$ cat config.mk
export PLATFORM = sky130hd
export DESIGN_NAME = eat_tracker
export DESIGN_NICKNAME = d
export VERILOG_FILES = /design/src/rtl/eat_pkg.sv /design/src/rtl/eat_src_mux.sv /design/src/rtl/eat_wrap.sv /design/src/rtl/eat_scale.sv /design/src/rtl/eat_tracker.sv
export SDC_FILE = /design/constraint.sdc
export NUM_CORES = 2
export LEC_CHECK = 0
export CAP_MARGIN = 40
export CORE_MARGIN = 10
export CORE_UTILIZATION = 55
export DETAILED_ROUTE_END_ITERATION = 10
export DONT_BUFFER_PORTS = 1
export PLACE_DENSITY = 0.82
export SLEW_MARGIN = 10
export SYNTH_ARGS = -nofsm -noshare
export SYNTH_HDL_FRONTEND = slang
export SYNTH_SLANG_ARGS = --single-unit
$ cat constraint.sdc
create_clock -name clk -period 19.4 [get_ports clk]
set_input_delay 2.91 -clock clk [delete_from_list [all_inputs] [get_ports clk]]
set_output_delay 2.91 -clock clk [all_outputs]
set_load 0.1 [all_outputs]
$ cat src/rtl/eat_pkg.sv
package eat_pkg;
   localparam int unsigned EAT_W_DEF    = 32;
   localparam int unsigned EAT_NSRC_DEF = 4;

   function automatic int unsigned sel_width(input int unsigned n);
      return (n > 1) ? $clog2(n) : 1;
   endfunction
endpackage

$ cat src/rtl/eat_src_mux.sv
module eat_src_mux #(
   parameter int unsigned W    = 32,
   parameter int unsigned NSRC = 4,
   localparam int unsigned SELW = eat_pkg::sel_width(NSRC)
) (
   input  logic [NSRC*W-1:0] bus,
   input  logic [SELW-1:0]   sel,
   output logic [W-1:0]      cnt
);
   logic [W-1:0] slot [NSRC];

   for (genvar k = 0; k < NSRC; k++) begin : g_slot
      assign slot[k] = bus[k*W +: W];
   end

   always_comb begin
      cnt = slot[0];
      for (int k = 1; k < NSRC; k++) begin
         if (int'(sel) == k) cnt = slot[k];
      end
   end
endmodule

$ cat src/rtl/eat_wrap.sv
module eat_wrap #(
   parameter int unsigned W = 32
) (
   input  logic [W-1:0] cnt,
   input  logic [W-1:0] off,
   input  logic [W-1:0] per,
   output logic [W-1:0] idx_nxt,
   output logic [W-1:0] off_nxt
);
   logic [W-1:0] diff;
   logic         outside;

   assign diff    = cnt - off;
   assign outside = (diff >= per);

   always_comb begin
      off_nxt = off;
      if (outside) begin
         if (diff[W-1]) off_nxt = off - per;
         else           off_nxt = off + per;
      end
      idx_nxt = cnt - off_nxt;
   end
endmodule

$ cat src/rtl/eat_scale.sv
module eat_scale #(
   parameter int unsigned W = 32
) (
   input  logic [W-1:0] idx,
   input  logic [W-1:0] rec,
   output logic [W-1:0] phase
);
   assign phase = idx * rec;
endmodule

$ cat src/rtl/eat_tracker.sv
module eat_tracker #(
   parameter int unsigned W    = eat_pkg::EAT_W_DEF,
   parameter int unsigned NSRC = eat_pkg::EAT_NSRC_DEF,
   localparam int unsigned SELW = eat_pkg::sel_width(NSRC)
) (
   input  logic              clk,
   input  logic              rst_n,
   input  logic              upd_valid,
   output logic              upd_ready,
   input  logic [SELW-1:0]   src_sel,
   input  logic [NSRC*W-1:0] cnt_bus,
   input  logic [W-1:0]      period,
   input  logic [W-1:0]      recip,
   output logic [W-1:0]      ang_index,
   output logic [W-1:0]      ang_offset,
   output logic [W-1:0]      ang_phase,
   output logic              upd_done
);
   if (W < 8) begin : g_bad_w
      $error("eat_tracker: W must be at least 8");
   end
   if (NSRC < 1) begin : g_bad_n
      $error("eat_tracker: NSRC must be at least 1");
   end

   logic [W-1:0] cnt_sel;
   logic [W-1:0] idx_nxt;
   logic [W-1:0] off_nxt;
   logic [W-1:0] phase_nxt;
   logic         accept;

   assign upd_ready = ~upd_done;
   assign accept    = upd_valid & upd_ready;

   eat_src_mux #(.W(W), .NSRC(NSRC)) u_mux (
      .bus (cnt_bus),
      .sel (src_sel),
      .cnt (cnt_sel)
   );

   eat_wrap #(.W(W)) u_wrap (
      .cnt     (cnt_sel),
      .off     (ang_offset),
      .per     (period),
      .idx_nxt (idx_nxt),
      .off_nxt (off_nxt)
   );

   eat_scale #(.W(W)) u_scale (
      .idx   (idx_nxt),
      .rec   (recip),
      .phase (phase_nxt)
   );

   always_ff @(posedge clk) begin
      if (!rst_n) begin
         ang_offset <= '0;
         ang_index  <= '0;
         ang_phase  <= '0;
         upd_done   <= 1'b0;
      end else begin
         upd_done <= accept;
         if (accept) begin
            ang_offset <= off_nxt;
            ang_index  <= idx_nxt;
            ang_phase  <= phase_nxt;
         end
      end
   end
endmodule

* Word level (Yosys, flattened, before mapping)
Cells that the tools add are included.
Widths: inputs -> output; s select.
** Cells by class
- Add/subtract/negate cells :: 4
- $mul :: 1
- Divide/modulo/power cells :: 0
- Magnitude comparators :: 1
- Equal/unequal tests :: 3
- Shift-type cells :: 0
- Multiplexer cells :: 5
- Bitwise gates (word level) :: 2
- Reduce and logical (&&, ||, !) cells :: 0
** Operator list (number)
- $mux 32 :: 5
- $sub 32x32->32 :: 3
- $add 32x32->32 :: 1
- $ge 32x32->1 :: 1
- $mul 32x32->32 :: 1
- $eq 2x2->1 const B :: 2
- $eq 2x1->1 const B :: 1
- $and 1x1->1 :: 1
- $not 1->1 :: 1
** Storage, ports and cells
- Register bits after elaboration :: 97
- Latch bits :: 0
- Bits in writable memories :: 0
- ROM bits :: 0
- Input bits :: 197
- Output and inout port bits :: 98
- Memories :: 0

* Depth between registers and ports, before layout
- Depth after elaboration :: 9
- Gate-level depth with buffers :: 78

* By module
A second synthesis with hierarchy kept.
** Unflattened totals
- Cells, all modules :: 3134
- Area, all modules :: 27254.9 µm²
** Modules (own cells, without submodules)
- eat_scale :: times used 1, cells each 1700, area each 15685.0 µm², seq. area each 0.0 µm²
- eat_wrap :: times used 1, cells each 975, area each 6909.1 µm², seq. area each 0.0 µm²
- eat_tracker :: times used 1, cells each 420, area each 3846.2 µm², seq. area each 1941.9 µm²
- eat_src_mux :: times used 1, cells each 39, area each 814.5 µm², seq. area each 0.0 µm²

* Least setup slack after synthesis
OpenSTA, ideal clock, no wires.
- Kind :: input port to flip-flop
- From :: input port src_sel[0]
- To :: register ang_phase[31]
- Library setup time :: 71 ps
- Arrival time :: 18741 ps
- Data required time :: 19329 ps
- Path slack :: 588 ps
- Stages on the path :: 73
- Path through :: clkbuf_1 -> buf_1 -> mux4_2 -> inv_1 -> ha_1 -> fa_1 -> nor2b_1 -> o21ai_0 -> a21boi_0 -> o21ai_0 -> a21boi_0 -> o21ai_0 -> a21boi_0 -> o21ai_0 -> a31oi_1 -> o21ai_0 -> a21o_1 -> a31oi_1 -> [... 37 more ...] -> fa_1 -> inv_1 -> fa_1 -> xnor2_1 -> xnor2_1 -> xnor2_1 -> xnor2_1 -> xnor2_2 -> xnor2_1 -> xnor2_1 -> xnor3_1 -> xor2_1 -> xnor3_1 -> xnor3_1 -> xnor3_1 -> xor2_1 -> xnor3_1 -> a21oi_1
** Between the ends
- Cells in the longest elaborated chain, start to end :: 9
- Elaborated cells between the ends (all ways) :: 12
- Those cells by class :: 2 x add/sub; 1 x mul; 1 x order compare; 3 x eq/ne; 5 x mux
** RTL lines
- start: declaration :: RTL line eat_tracker.sv:10 : input logic [SELW-1:0] src_sel,
- $eq 2x2->1 :: RTL line eat_src_mux.sv:19 : if (int'(sel) == k) cnt = slot[k];
- $mux 32 (2 in series) :: RTL line eat_src_mux.sv:19
- $mux 32 (*) :: RTL line eat_src_mux.sv:19
- $sub 32x32->32 (*) :: RTL line eat_wrap.sv:13 : assign diff = cnt - off;
- $ge 32x32->1 / $mux 32 (equally long branches) :: RTL line eat_wrap.sv:14, eat_wrap.sv:19
- $mux 32 (*) :: RTL line eat_wrap.sv:18 : if (outside) begin
- via off_nxt[0] :: RTL line eat_tracker.sv:28 : logic [W-1:0] off_nxt;
- $sub 32x32->32 (*) :: RTL line eat_wrap.sv:22 : idx_nxt = cnt - off_nxt;
- $mul 32x32->32 (*) :: RTL line eat_scale.sv:8 : assign phase = idx * rec;
- end signal: assignment :: RTL line eat_tracker.sv:66 : ang_phase <= phase_nxt;
- end: declaration :: RTL line eat_tracker.sv:16 : output logic [W-1:0] ang_phase,
Mark *: on every way through the listed nets, which the timed path passes. The rest lies on a longest branch.
A chain may end at the register's enable or synchronous reset.

* Final worst setup path
- From :: input port src_sel[0]
- To :: register ang_phase[31]
** Between the ends
- Cells in the longest elaborated chain, start to end :: 9
- Elaborated cells between the ends (all ways) :: 12
- Those cells by class :: 2 x add/sub; 1 x mul; 1 x order compare; 3 x eq/ne; 5 x mux
** RTL lines (RTL line)
- $eq 2x2->1 :: eat_src_mux.sv:19
- $mux 32 (2 in series) :: eat_src_mux.sv:19
- $mux 32 (*) :: eat_src_mux.sv:19
- $sub 32x32->32 :: eat_wrap.sv:13
- $ge 32x32->1 / $mux 32 (equally long branches) :: eat_wrap.sv:14, eat_wrap.sv:19
- $mux 32 :: eat_wrap.sv:18
- $sub 32x32->32 (*) :: eat_wrap.sv:22
- $mul 32x32->32 (*) :: eat_scale.sv:8
Mark *: on every way between the ends. The rest lies on a longest branch, timed or not.

==> flow_metrics.env <==
export IMPL_outcome="finished, final reports clean"
export IMPL_drc=0
export IMPL_ys_ff_latch=97
export IMPL_crit_top_cell="fa_1"
export IMPL_antenna_found_initial=1
export IMPL_post_synth_top_count_cell="inv_1"
export IMPL_cp_slowest_stage_delay_ns=0.53
export IMPL_crit_slowest_cell="fa_1"
export IMPL_grt_overflow=0
export IMPL_num_antenna_cells=0
export IMPL_synth_top_area_cell="fa_1"
export IMPL_syn_area_per_cell_um2=8.38
export IMPL_coreArea_um2=46600
export IMPL_syn_area_um2=25900
export IMPL_slew_headroom_pct=38.9
export IMPL_final_layout_size_suffix_gt1_share_pct=7.36
export IMPL_syn_nets=3945
export IMPL_yosys_top_cells_area="fa_1 (32%), ha_1 (12%), dfxtp_1 (7.5%), inv_1 (7.5%), nand2_1 (6.3%)"
export IMPL_fin_nets=3964
export IMPL_final_area_um2=28800
export IMPL_yosysWarnings=0
export IMPL_vias_per_cell=5.92
export IMPL_hold_viol=0
export IMPL_skew_ns=0.0181
export IMPL_synth_common_cells="inv_1 (517), nand2_1 (431), fa_1 (411), and2_1 (250), ha_1 (249)"
export IMPL_rows=79
export IMPL_wire_per_inst_um=21.7
export IMPL_ys_flop_type="dfxtp_1"
export IMPL_grt_pass1_vias=22800
export IMPL_drt_iter0_drc=1798
export IMPL_yosys_area_top_type_share_pct=31.8
export IMPL_clk_pin_slew_ns=0.08
export IMPL_synth_edff_count=0
export IMPL_async_flop_share_pct=0
export IMPL_cts_buffers=9
export IMPL_ys_seq_area_share_pct=7.51
export IMPL_port_buffers=0
export IMPL_slew_viol_final=0
export IMPL_dpl_cell_area_um2=28400
export IMPL_cp_required_ns=19.74
export IMPL_worstMarginPinSlew_ns=0.917
export IMPL_clk_latency_ns=0.41
export IMPL_worstHoldPathType="reg -> reg"
export IMPL_critPathCaptureType="flip-flop"
export IMPL_start_util_pct=55.6
export IMPL_cts_root_buffer="clkbuf_16"
export IMPL_wl_mm=80.7
export IMPL_grt_max_degree=118
export IMPL_cts_hold_buf=0
export IMPL_startpoint_type="primary input"
export IMPL_cts_max_level=3
export IMPL_cp_max_fo=32
export IMPL_fillers=3830
export IMPL_crit_arrival_ns=18.80
export IMPL_dieArea_um2=56100
export IMPL_period_share_pct=95.1
export IMPL_routabilityCongestion=0.951
export IMPL_tritoncts="yes"
export IMPL_gr_usage_all_layers_pct=28.9
export IMPL_drtAntennaViolNets=0
export IMPL_crit_type="in -> reg"
export IMPL_grt_pass1_wl_mm=128
export IMPL_max_freq_ghz=0.0542
export IMPL_ys_types=65
export IMPL_postLayoutCoreUtil_pct=61.9
export IMPL_ff_latch_area_um2=1940
export IMPL_clock_path_buffers=2
export IMPL_ios=295
export IMPL_syn_to_final_growth_pct=11.4
export IMPL_hpwl_mm=66.4
export IMPL_drt_pass1_iter_count=9
export IMPL_cap_violations=0
export IMPL_cts_sinks=97
export IMPL_dieHeight_um=237
export IMPL_synth_cells=3088
export IMPL_setup_violations=0
export IMPL_post_route_min_period_ns=18.45
export IMPL_die_w_um=237
export IMPL_multiInputGateArea_um2=21600
export IMPL_vias=22000
## metrics by stage
step	std cells	worst slack (ns)	TNS (ns)	hold WS [ns]
3_5_place_dp	3702	0.0953	0	0.472
3_3_place_gp	3629	0.539	0	0.650
4_1_cts	3718	0.466	0	0.481
5_1_grt	3719	-0.00932	-0.00932	0.511
2_1_floorplan	3088	0.588	0	0.883
6_report	3719	0.948	0	0.478
## cells by family (layout without fill, tap and decap cells)
family	count (synthesis)	in the layout	synth area share [%]
xor+xnor	175	175	6.27
flops	97	97	7.51
simple gates	979	979	18.1
compound gates	488	488	11.8
fa+ha+maj	660	660	43.9
buf+inv	652	676	9.48
mux	37	37	2.98
## sequential cells by signal, indices dropped and copies added (netlist names)
register,flops
upd_done,1
ang_offset,32
ang_phase,32
ang_index,32
## final timing paths
kind | startpoint | end | slack (ns) | depth (start not counted)
min | ang_phase[17] | ang_phase[17] | 0.48 | 2
min reg2reg | ang_phase[17] | ang_phase[17] | 0.48 | 2
max | src_sel[0] | ang_phase[31] | 0.95 | 71
max reg2reg | ang_offset[0] | ang_phase[31] | 3.32 | 68
## area by class of cell
cell class | instances | share of cell area (%)
tap | 607 | 2.64
clock inverter | 7 | 0.313
timing repair buffer | 141 | 7.64
clock buffer | 9 | 0.782
sequential | 97 | 6.74
multi-input combinational | 2339 | 75.1
inverter | 519 | 6.77
## cell usage in the layout, fill, tap and decap left out, drive strengths merged, types with 7 or more instances in the layout
cell type / netlist / final
a211oi: 38 / 38
a21boi: 8 / 8
a21o: 63 / 63
a21oi: 181 / 181
a31oi: 10 / 10
and2: 250 / 250
and3: 7 / 7
buf: 10 / 141
clkbuf: 123 / 9
dfxtp: 97 / 97
fa: 411 / 411
ha: 249 / 249
inv: 518 / 519
mux4: 32 / 32
nand2: 431 / 431
nand2b: 23 / 23
nand3: 18 / 18
nand4: 20 / 20
nor2: 133 / 133
nor2b: 41 / 41
nor3: 19 / 19
o211ai: 8 / 8
o21a: 17 / 17
o21ai: 91 / 91
o21bai: 17 / 17
o31ai: 15 / 15
or3: 19 / 19
xnor2: 135 / 135
xor2: 34 / 34
## critical path, delay by kind of cell
family | cells | cell delay [ns]
compound gates | 25 | 5.01
fa+ha+maj | 12 | 4.96
xor+xnor | 14 | 3.22
simple gates | 13 | 1.69
buf+inv | 6 | 0.53
mux | 1 | 0.47
## layer usage
layer  GRT usage, %  routed length [µm]  vias to the layer above
met4           15.0                4440                        2
met5              0                  12                        -
met2           47.9               38700                     1165
met1           34.9               30100                    10800
met3           6.26                7490                      246
li1               -                   -                     9831
## repair_timing
| item | 4_1_cts | 5_1_grt |
|---|---|---|
| resized for setup | 0 | 25 |
| buffers inserted | 0 | 0 |
| endpoints found under the setup margin | 0 | 1 |
Power is left out: the tool's default activity adds up to more than one toggle a clock period on the data nets, which glitch-free logic cannot reach.
